--- config.mk ---
export PLATFORM = sky130hd
export DESIGN_NAME = tdm_quad_sync
export DESIGN_NICKNAME = d
export VERILOG_FILES = /design/src/rtl/tdm_quad_pkg.sv /design/src/rtl/tdm_quad_ctrl.sv /design/src/rtl/tdm_quad_data.sv /design/src/rtl/tdm_quad_sync.sv
export SDC_FILE = /design/constraint.sdc
export NUM_CORES = 1
export LEC_CHECK = 0
export BUFFER_PORTS_ARGS = -buffer_cell sky130_fd_sc_hd__buf_2
export CORE_MARGIN = 5
export CORE_UTILIZATION = 30
export CTS_CLUSTER_DIAMETER = 100
export DETAILED_ROUTE_END_ITERATION = 12
export GPL_ROUTABILITY_DRIVEN = 1
export GPL_TIMING_DRIVEN = 0
export HOLD_SLACK_MARGIN = 0.1
export PLACE_DENSITY = 0.57
export SETUP_SLACK_MARGIN = 0.15
export SYNTH_ARGS = -nofsm -noshare
export SYNTH_HDL_FRONTEND = slang
export SYNTH_HIERARCHICAL = 1
export SYNTH_SLANG_ARGS = --single-unit
export TNS_END_PERCENT = 1
--- constraint.sdc ---
create_clock -name clk -period 2.95 [get_ports clk]
set_input_delay 0.295 -clock clk [delete_from_list [all_inputs] [get_ports clk]]
set_output_delay 0.295 -clock clk [all_outputs]
set_load 0.01 [all_outputs]
--- src/rtl/tdm_quad_pkg.sv ---
package tdm_quad_pkg;
  localparam int CH_NUM    = 4;
  localparam int SAMPLE_W  = 8;
  localparam int SLOT_NUM  = 32;

  localparam int FRAME_LEN = SLOT_NUM * SAMPLE_W;
  localparam int POS_W     = $clog2(FRAME_LEN);
  localparam int BIT_W     = $clog2(SAMPLE_W);
  localparam int CH_W      = $clog2(CH_NUM);
  localparam int GROUP_NUM = SLOT_NUM / CH_NUM;
  localparam int BASE_W    = $clog2(GROUP_NUM);
  localparam int FLAT_W    = CH_NUM * SAMPLE_W;

  typedef struct packed {
    logic [CH_NUM-1:0] fsPulse;
    logic              inWin;
    logic [CH_W-1:0]   chan;
    logic [BIT_W-1:0]  bitIdx;
    logic              lastBit;
  } strobe_t;
endpackage

--- src/rtl/tdm_quad_ctrl.sv ---
module tdm_quad_ctrl
  import tdm_quad_pkg::*;
(
  input  logic              clk,
  input  logic              rstN,
  input  logic              frameStart,
  input  logic [BASE_W-1:0] baseSlot,
  output strobe_t           strb
);
  logic [POS_W-1:0]  pos;
  logic [BASE_W-1:0] activeBase;
  logic              running;

  logic [POS_W-1:0]  nextPos;
  logic [BASE_W-1:0] nextBase;
  logic              nextRun;

  always_comb begin
    nextPos  = frameStart ? '0 : pos + POS_W'(1);
    nextBase = frameStart ? baseSlot : activeBase;
    nextRun  = running | frameStart;
  end

  always_ff @(posedge clk) begin
    if (!rstN) begin
      pos        <= '0;
      activeBase <= '0;
      running    <= 1'b0;
    end else if (frameStart) begin
      pos        <= '0;
      activeBase <= baseSlot;
      running    <= 1'b1;
    end else if (running) begin
      pos <= pos + POS_W'(1);
    end
  end

  // One sync per channel, raised one clock ahead of its window
  for (genvar c = 0; c < CH_NUM; c++) begin : g_fs
    always_comb begin
      strb.fsPulse[c] = nextRun
                     && (nextPos[POS_W-1 -: CH_W] == CH_W'(c))
                     && (nextPos[BIT_W +: BASE_W] == nextBase)
                     && (nextPos[BIT_W-1:0] == '0);
    end
  end

  always_comb begin
    strb.inWin   = running && (pos[BIT_W +: BASE_W] == activeBase);
    strb.chan    = pos[POS_W-1 -: CH_W];
    strb.bitIdx  = pos[BIT_W-1:0];
    strb.lastBit = strb.inWin && (pos[BIT_W-1:0] == BIT_W'(SAMPLE_W-1));
  end

  // never two syncs at once
  p_fs_onehot_r3: assert property (@(posedge clk) disable iff (!rstN)
    $onehot0(strb.fsPulse));

  // a sync is followed by bit 0 of an owned window
  p_fs_opens_window_r3: assert property (@(posedge clk) disable iff (!rstN)
    (|strb.fsPulse) |=> (strb.inWin && strb.bitIdx == '0));

  // base only moves on a frame start
  p_base_hold_r7: assert property (@(posedge clk) disable iff (!rstN)
    !frameStart |=> $stable(activeBase));
endmodule

--- src/rtl/tdm_quad_data.sv ---
module tdm_quad_data
  import tdm_quad_pkg::*;
(
  input  logic              clk,
  input  logic              rstN,
  input  strobe_t           strb,
  input  logic              pcmIn,
  input  logic [FLAT_W-1:0] txFlat,
  output logic              pcmOut,
  output logic              pcmOe,
  output logic [FLAT_W-1:0] rxFlat,
  output logic [CH_NUM-1:0] rxValid
);
  logic [SAMPLE_W-1:0] txBuf [CH_NUM];
  logic [SAMPLE_W-2:0] rxShift;
  logic [SAMPLE_W-1:0] curByte;
  logic [BIT_W-1:0]    bitSel;

  for (genvar c = 0; c < CH_NUM; c++) begin : g_ch
    always_ff @(posedge clk) begin
      if (!rstN) begin
        txBuf[c]                       <= '0;
        rxFlat[c*SAMPLE_W +: SAMPLE_W] <= '0;
        rxValid[c]                     <= 1'b0;
      end else begin
        if (strb.fsPulse[c])
          txBuf[c] <= txFlat[c*SAMPLE_W +: SAMPLE_W];
        rxValid[c] <= strb.lastBit && (strb.chan == CH_W'(c));
        if (strb.lastBit && (strb.chan == CH_W'(c)))
          rxFlat[c*SAMPLE_W +: SAMPLE_W] <= {rxShift, pcmIn};
      end
    end
  end

  always_ff @(posedge clk) begin
    if (!rstN)
      rxShift <= '0;
    else if (strb.inWin)
      rxShift <= {rxShift[SAMPLE_W-3:0], pcmIn};
  end

  always_comb begin
    curByte = txBuf[strb.chan];
    bitSel  = BIT_W'(SAMPLE_W-1) - strb.bitIdx;
    pcmOe   = strb.inWin;
    pcmOut  = strb.inWin ? curByte[bitSel] : 1'b0;
  end

  // at most one channel completes per clock
  p_rxvalid_onehot_r6: assert property (@(posedge clk) disable iff (!rstN)
    $onehot0(rxValid));

  // a completed byte follows a driven window bit
  p_rxvalid_after_win_r6: assert property (@(posedge clk) disable iff (!rstN)
    (|rxValid) |-> $past(strb.inWin));
endmodule

--- src/rtl/tdm_quad_sync.sv ---
module tdm_quad_sync
  import tdm_quad_pkg::*;
(
  input  logic              clk,
  input  logic              rstN,
  input  logic              frameStart,
  input  logic [BASE_W-1:0] baseSlot,
  input  logic              pcmIn,
  input  logic [FLAT_W-1:0] txSamples,
  output logic [CH_NUM-1:0] fs,
  output logic              pcmOut,
  output logic              pcmOe,
  output logic [FLAT_W-1:0] rxSamples,
  output logic [CH_NUM-1:0] rxValid
);
  strobe_t strb;

  tdm_quad_ctrl i_ctrl (
    .clk        (clk),
    .rstN       (rstN),
    .frameStart (frameStart),
    .baseSlot   (baseSlot),
    .strb       (strb)
  );

  tdm_quad_data i_data (
    .clk     (clk),
    .rstN    (rstN),
    .strb    (strb),
    .pcmIn   (pcmIn),
    .txFlat  (txSamples),
    .pcmOut  (pcmOut),
    .pcmOe   (pcmOe),
    .rxFlat  (rxSamples),
    .rxValid (rxValid)
  );

  assign fs = strb.fsPulse;

  // the line is driven in the clock after any sync
  p_fs_then_oe_r4: assert property (@(posedge clk) disable iff (!rstN)
    (|fs) |=> pcmOe);
endmodule

==> run_results.csv, run 1 <==
group,metric,value,unit
floorplan,start_util,30.2,%
setup_path,r2r-end,"i_data/txBuf[1][2]",
final_layout,nNetsFinal,478,
setup_path,required,2.65,ns
cts,htreeDepth,3,
floorplan,io_pins,81,
logic_synthesis,yosysSeqAreaShare,54.7,%
cts,cts_buffer_depth,2,
sta,post-route-min-period,2.80,ns
setup_path,path_max_fanout,10,
flow_run,drv_cap,0,
final_layout,fill_cells,1260,
global_routing,antenna_found_initial,0,
sta,setup_viol,0,
logic_synthesis,synthFlopType,"dfxtp_1",
sta,clock.fmax,357,MHz
logic_synthesis,synth-async-reset-ratio,0,%
drt,drt-pass1-iter-count,4,
logic_synthesis,synth_edf_count,32,
cts,cts-root-buf,"clkbuf_16",
final_layout,area_delta_synth_final,26.1,%
drt,antenna_left,0,
global_routing,grt_pass1_vias,2804,
final_layout,fin_util,38.1,%
drt,drtIter0Drc,127,
cts,cts.sinks,87,
drt,wl_per_cell,14.7,um
global_routing,grt_pass1_wl,14.4,mm
sta,hold_viol_final,0,
final_layout,antenna_cells,0,
min_path,hp-class,"primary input to register",
final_layout,drive_gt1_share,29.3,%
power,p_leak,2.07,nW
setup_path,cp.arrival,2.51,ns
min_path,whs_endpoint,"i_ctrl/activeBase[2]",
setup_path,startpoint_type,"register",
setup_path,cp-end-kind,"output pin",
floorplan,die_w,122,um
cts,postCtsHoldBufs,0,
sta,slew_violations,0,
cts,clkLatencyLatePin,0.33,ns
min_path,holdCritStartpoint,"baseSlot[2]",
final_layout,multi_input_area,1590,um^2
sta,maxSlewHeadroom,59.7,%
sta,grt_setup_unrepaired,"yes",
setup_path,worstRegToRegCells,6,
logic_synthesis,ys_types,43,
global_routing,grt_max_degree,15,
min_path,hold-path-cell-count,3,
placement,place_hpwl,6.75,mm
power,p_per_area,536,nW/um^2
placement,gp_congestion,0.827,
setup_path,regToRegSetupSlack,0.21,ns
logic_synthesis,avgSynthCellArea,11.0,um^2
logic_synthesis,ys_warn_count,6,
run_status,status,"complete, no violations",
sta,fin_crit_sh,94.9,%
drt,vias,2828,
logic_synthesis,synth-seq-cells,87,
logic_synthesis,syn_inst,343,
floorplan,core_area,12500,um^2
global_routing,grt_overflow,0,
logic_synthesis,synth_area,3770,um^2
sta,tightest_slew,0.600,ns
drt,via_per_inst,4.61,
placement,numPortBuffers,79,
cts,cts_tree,"yes",
sta,clock_skew,0.00992,ns
final_layout,seqCellArea,2060,um^2
setup_path,crit_type,"register to output pin",
global_routing,grtUsageTotal,12.5,%
drt,drc,0,
drt,routed_wl,9.04,mm
floorplan,die_area,14900,um^2
power,max-vdd-ir-drop,0.000218,V
placement,place_inst,594,
floorplan,die_height,122,um
cts,cts_buffers,9,
final_layout,stdcell_count,613,
logic_synthesis,synth_fp_nets,384,
setup_path,r2r-start,"i_ctrl/pos[0]",
cts,clk_pin_slew,0.06,ns
floorplan,row_count,41,
-- cell usage in the layout, fill, tap and decap left out, drive strengths merged, types with 2 or more instances in the layout --
| master | netlist | final |
|---|---|---|
| nand3 | 7 | 7 |
| nand4 | 2 | 2 |
| nor2b | 6 | 6 |
| and2 | 2 | 2 |
| nand2 | 39 | 39 |
| nand2b | 6 | 6 |
| xnor2 | 8 | 8 |
| mux2 | 2 | 2 |
| mux2i | 30 | 30 |
| mux4 | 7 | 7 |
| clkinv | 1 | 2 |
| a21oi | 16 | 16 |
| edfxtp | 32 | 32 |
| and3 | 33 | 33 |
| nor2 | 41 | 41 |
| nor3b | 5 | 5 |
| nand3b | 2 | 2 |
| inv | 1 | 2 |
| buf | 14 | 97 |
| xor2 | 4 | 4 |
| clkbuf | 12 | 24 |
| ha | 2 | 2 |
| dfxtp | 55 | 55 |
| nor3 | 4 | 4 |
-- cells in the mapped netlist, types with 2 or more instances --
| cell type | instances | area share (%) |
|---|---|---|
| mux4_1 | 4 | 2.8 |
| nand3_2 | 2 | 0.53 |
| nand3b_1 | 2 | 0.40 |
| clkbuf_1 | 12 | 1.2 |
| edfxtp_1 | 32 | 25 |
| buf_2 | 5 | 0.66 |
| ha_1 | 2 | 0.66 |
| xor2_1 | 4 | 0.93 |
| buf_4 | 7 | 1.4 |
| and2_1 | 2 | 0.33 |
| xnor2_1 | 8 | 1.9 |
| mux4_2 | 3 | 1.8 |
| nand2_1 | 39 | 3.9 |
| a21oi_1 | 16 | 2.1 |
| nor2b_1 | 6 | 1.0 |
| nor2_1 | 40 | 4.0 |
| nand4_1 | 2 | 0.33 |
| nor3b_1 | 3 | 0.60 |
| nor3_1 | 4 | 0.53 |
| and3_1 | 33 | 5.5 |
| dfxtp_1 | 55 | 29 |
| nand3_1 | 5 | 0.66 |
| mux2_2 | 2 | 0.60 |
| nand2b_1 | 6 | 1.0 |
| mux2i_1 | 30 | 8.0 |
| nor3b_2 | 2 | 0.66 |
-- per-layer routing --
metal	GRT usage, %	wire length (um)	vias up
met5	0	0	-
li1	-	-	1395
met3	3.76	560	17
met2	20.2	4200	91
met4	4.55	191	0
met1	15.9	4080	1325
-- worst max path at each step --
stage	from	endpoint	slack (ns)	cells past startpoint
floorplan	i_ctrl/pos[0]	i_data/txBuf[3][0]	0.31	6
detailed placement	i_ctrl/pos[0]	i_data/txBuf[3][3]	-0.32	6
global route	i_ctrl/pos[0]	fs[1]	0.01	6
finish	i_ctrl/pos[0]	fs[1]	0.15	6
global placement	i_ctrl/pos[0]	i_data/txBuf[3][3]	-0.24	6
CTS	i_ctrl/pos[4]	pcmOut	0.10	7
-- flip-flops by register name, indices dropped and copies added, names as in the netlist --
register           flops
i_ctrl/pos             8
i_ctrl/activeBase      3
i_data/txBuf          32
i_ctrl/running         1
i_data/rxShift         7
i_data/rxFlat         32
i_data/rxValid         4
-- where the power goes --
part           total [mW]  internal [mW]  switching, mW
clock                1.14          0.706          0.439
sequential           1.28           1.27         0.0112
combinational       0.126         0.0565         0.0700
-- timing repair --
item / 4_1_cts / 5_1_grt
setup buffers: 2 / 2
endpoints found under the setup margin: 37 / 36
endpoints found under the hold margin: 0 / 0
gates resized for setup: 6 / 2
pin swaps: 1 / 1
gates cloned: 0 / 0
-- cell families (layout without fill, tap and decap cells) --
group | after synthesis | after routing | share of synthesized area, %
flops | 87 | 87 | 54.7
simple gates | 150 | 150 | 20.1
xor+xnor | 12 | 12 | 2.79
mux | 39 | 39 | 13.1
compound gates | 25 | 25 | 4.42
fa+ha+maj | 2 | 2 | 0.664
buf+inv | 28 | 126 | 4.15
-- worst max-delay path, cell delays in order (launching register included) --
cell     delay [ns]
dfxtp_1        0.45
ha_1           0.25
ha_1           0.27
nor4_2         0.39
nand3_2        0.22
nor3b_4        0.39
buf_2          0.20
-- area by class of cell --
type	count	area share, %
flip-flops and latches	87	43.4
multi-input cells	228	33.5
repair buffers	83	8.95
clock buffers	12	5.45
well taps	172	4.53
plain buffers	26	3.16
clock inverters	3	0.869
inverters	2	0.158
-- metrics by stage --
step	hold WS (ns)	TNS [ns]	instance area [um^2]	total power, mW	setup WS, ns
floorplan	0.413	0	3770	1.37	0.313
detailed placement	0.447	-2.92	4380	1.43	-0.323
global route	0.243	0	4750	2.65	0.0117
CTS	0.229	0	4730	2.58	0.101
finish	0.235	0	4750	2.55	0.150
global placement	0.442	-1.95	4380	1.42	-0.237
No activity file was read; power rests on OpenSTA's default activity.
==> run 2: changes to the inputs <==
MAX_ROUTING_LAYER = met4   (was not set)
==> run_results.csv, run 2 (synthesis results as in run 1) <==
group,metric,value,unit
drt,antenna_left,0,
power,p_seq_share,50.1,%
global_routing,grt_pass1_vias,2804,
global_routing,grt_max_degree,15,
setup_path,required,2.65,ns
setup_path,startpoint_type,"register",
cts,cts.sinks,87,
sta,hold_viol_final,0,
power,p_int,2.03,mW
sta,tns,0,ns
cts,cts_tree,"yes",
sta,slew_violations,0,
drt,drtIter0Drc,124,
final_layout,fin_util,38.1,%
setup_path,regToRegSetupSlack,0.19,ns
final_layout,stdcell_count,613,
run_status,status,"complete, no violations",
sta,maxSlewHeadroom,59.7,%
cts,clkLatencyLatePin,0.33,ns
power,p_per_area,536,nW/um^2
cts,cts_buffer_depth,2,
min_path,holdCritStartpoint,"baseSlot[2]",
final_layout,area_delta_synth_final,26.1,%
setup_path,crit_type,"register to output pin",
sta,timing.hold.ws,0.235,ns
final_layout,nNetsFinal,478,
sta,clock.fmax,354,MHz
placement,dpl_cell_area,4380,um^2
power,max-vdd-ir-drop,0.000218,V
final_layout,antenna_cells,0,
drt,wl_per_cell,14.8,um
min_path,hold-path-cell-count,3,
floorplan,die_w,122,um
cts,cts-root-buf,"clkbuf_16",
sta,clock_skew,0.0103,ns
floorplan,die_area,14900,um^2
setup_path,r2r-start,"i_ctrl/pos[0]",
cts,htreeDepth,3,
global_routing,grtUsageTotal,12.9,%
final_layout,drive_gt1_share,29.3,%
power,switching_share,20.4,%
global_routing,antenna_found_initial,0,
flow_run,drv_cap,0,
setup_path,r2r-end,"i_data/txBuf[1][2]",
floorplan,row_count,41,
sta,fin_crit_sh,95.6,%
min_path,whs_endpoint,"i_ctrl/activeBase[2]",
power,clkPwrFrac,44.9,%
placement,place_inst,594,
drt,via_per_inst,4.61,
sta,setup_viol,0,
cts,cts_buffers,9,
floorplan,die_height,122,um
setup_path,worstRegToRegCells,6,
drt,drt-pass1-iter-count,4,
sta,grt_setup_unrepaired,"yes",
drt,vias,2828,
setup_path,cp-end-kind,"output pin",
final_layout,stdcell_area,4750,um^2
placement,gp_congestion,0.839,
drt,routed_wl,9.04,mm
global_routing,grt_pass1_wl,14.4,mm
cts,postCtsHoldBufs,0,
final_layout,top_regs,"i_data/rxFlat: 32 flops, i_data/txBuf: 32 flops, i_ctrl/pos: 8 flops",
setup_path,cp.arrival,2.53,ns
placement,numPortBuffers,79,
placement,place_hpwl,6.75,mm
floorplan,start_util,30.2,%
power,p_leak,2.07,nW
power,power.switching,0.520,mW
global_routing,grt_overflow,0,
sta,tightest_slew,0.600,ns
final_layout,fill_cells,1260,
floorplan,core_area,12500,um^2
cts,clk_pin_slew,0.06,ns
drt,drc,0,
power,combPwrFrac,5.0,%
setup_path,path_max_fanout,10,
final_layout,layout_commonest_cell,"buf_2",
sta,post-route-min-period,2.82,ns
final_layout,layout_common_cells,"84 x buf_2, 55 x dfxtp_1, 39 x nand2_1, 39 x nor2_1, 33 x and3_1",
floorplan,io_pins,81,
setup_path,critPathLaunch,"i_ctrl/pos[0]",
min_path,hp-class,"primary input to register",
## run 2: cell counts in the layout (fill, tap and decap cells not counted)
No cell type changed its count.
## run 2: power groups by stage
stage               sequential (mW)  combinational [mW]  clock [mW]
detailed placement             1.30               0.126           0
floorplan                      1.30              0.0760           0
global route                   1.28               0.139        1.23
finish                         1.28               0.127        1.14
CTS                            1.28               0.128        1.17
global placement               1.30               0.122           0
## run 2: metal layers
metal  share of wire [%]  global-route usage (%)  wire length [um]  vias up
met5                   0                       -                 0        -
met1                  45                    16.1              4100     1328
met3                 6.1                    3.48               549       14
met2                  47                    20.2              4230       92
met4                 1.8                    4.55               164        0
li1                    -                       -                 -     1394
## run 2: worst max path at each step
stage                               endpoint  slack (ns)  cells past startpoint
after detailed placement  i_data/txBuf[3][3]       -0.32                      6
after global placement    i_data/txBuf[3][3]       -0.24                      6
after CTS                             pcmOut        0.10                      7
after floorplan           i_data/txBuf[3][0]        0.31                      6
final                                  fs[1]        0.13                      6
after global routing                   fs[1]       0.002                      6
## run 2: area by class of cell
class | count | area (um^2) | share of cell area [%]
Multi-Input combinational cell | 228 | 1590 | 33.5
Timing Repair Buffer | 83 | 425 | 8.95
Tap cell | 172 | 215 | 4.53
Buffer | 26 | 150 | 3.16
Clock inverter | 3 | 41.3 | 0.869
Sequential cell | 87 | 2060 | 43.4
Clock buffer | 12 | 259 | 5.45
Inverter | 2 | 7.51 | 0.158
## run 2: repair_timing
item,4_1_cts,5_1_grt
endpoints found under the setup margin,37,36
pin swaps,1,1
gates resized for setup,6,2
setup buffers,2,2
## run 2: worst max-delay path, cell delays in order (launching register included)
cell	delay, ns
dfxtp_1	0.45
ha_1	0.25
ha_1	0.27
nor4_2	0.39
nand3_2	0.22
nor3b_4	0.41
buf_2	0.21
## run 2: per-stage QoR
stage	total power, mW	setup WS, ns
global placement	1.42	-0.237
finish	2.55	0.129
global route	2.65	0.00155
CTS	2.58	0.101
detailed placement	1.43	-0.323
floorplan	1.37	0.313
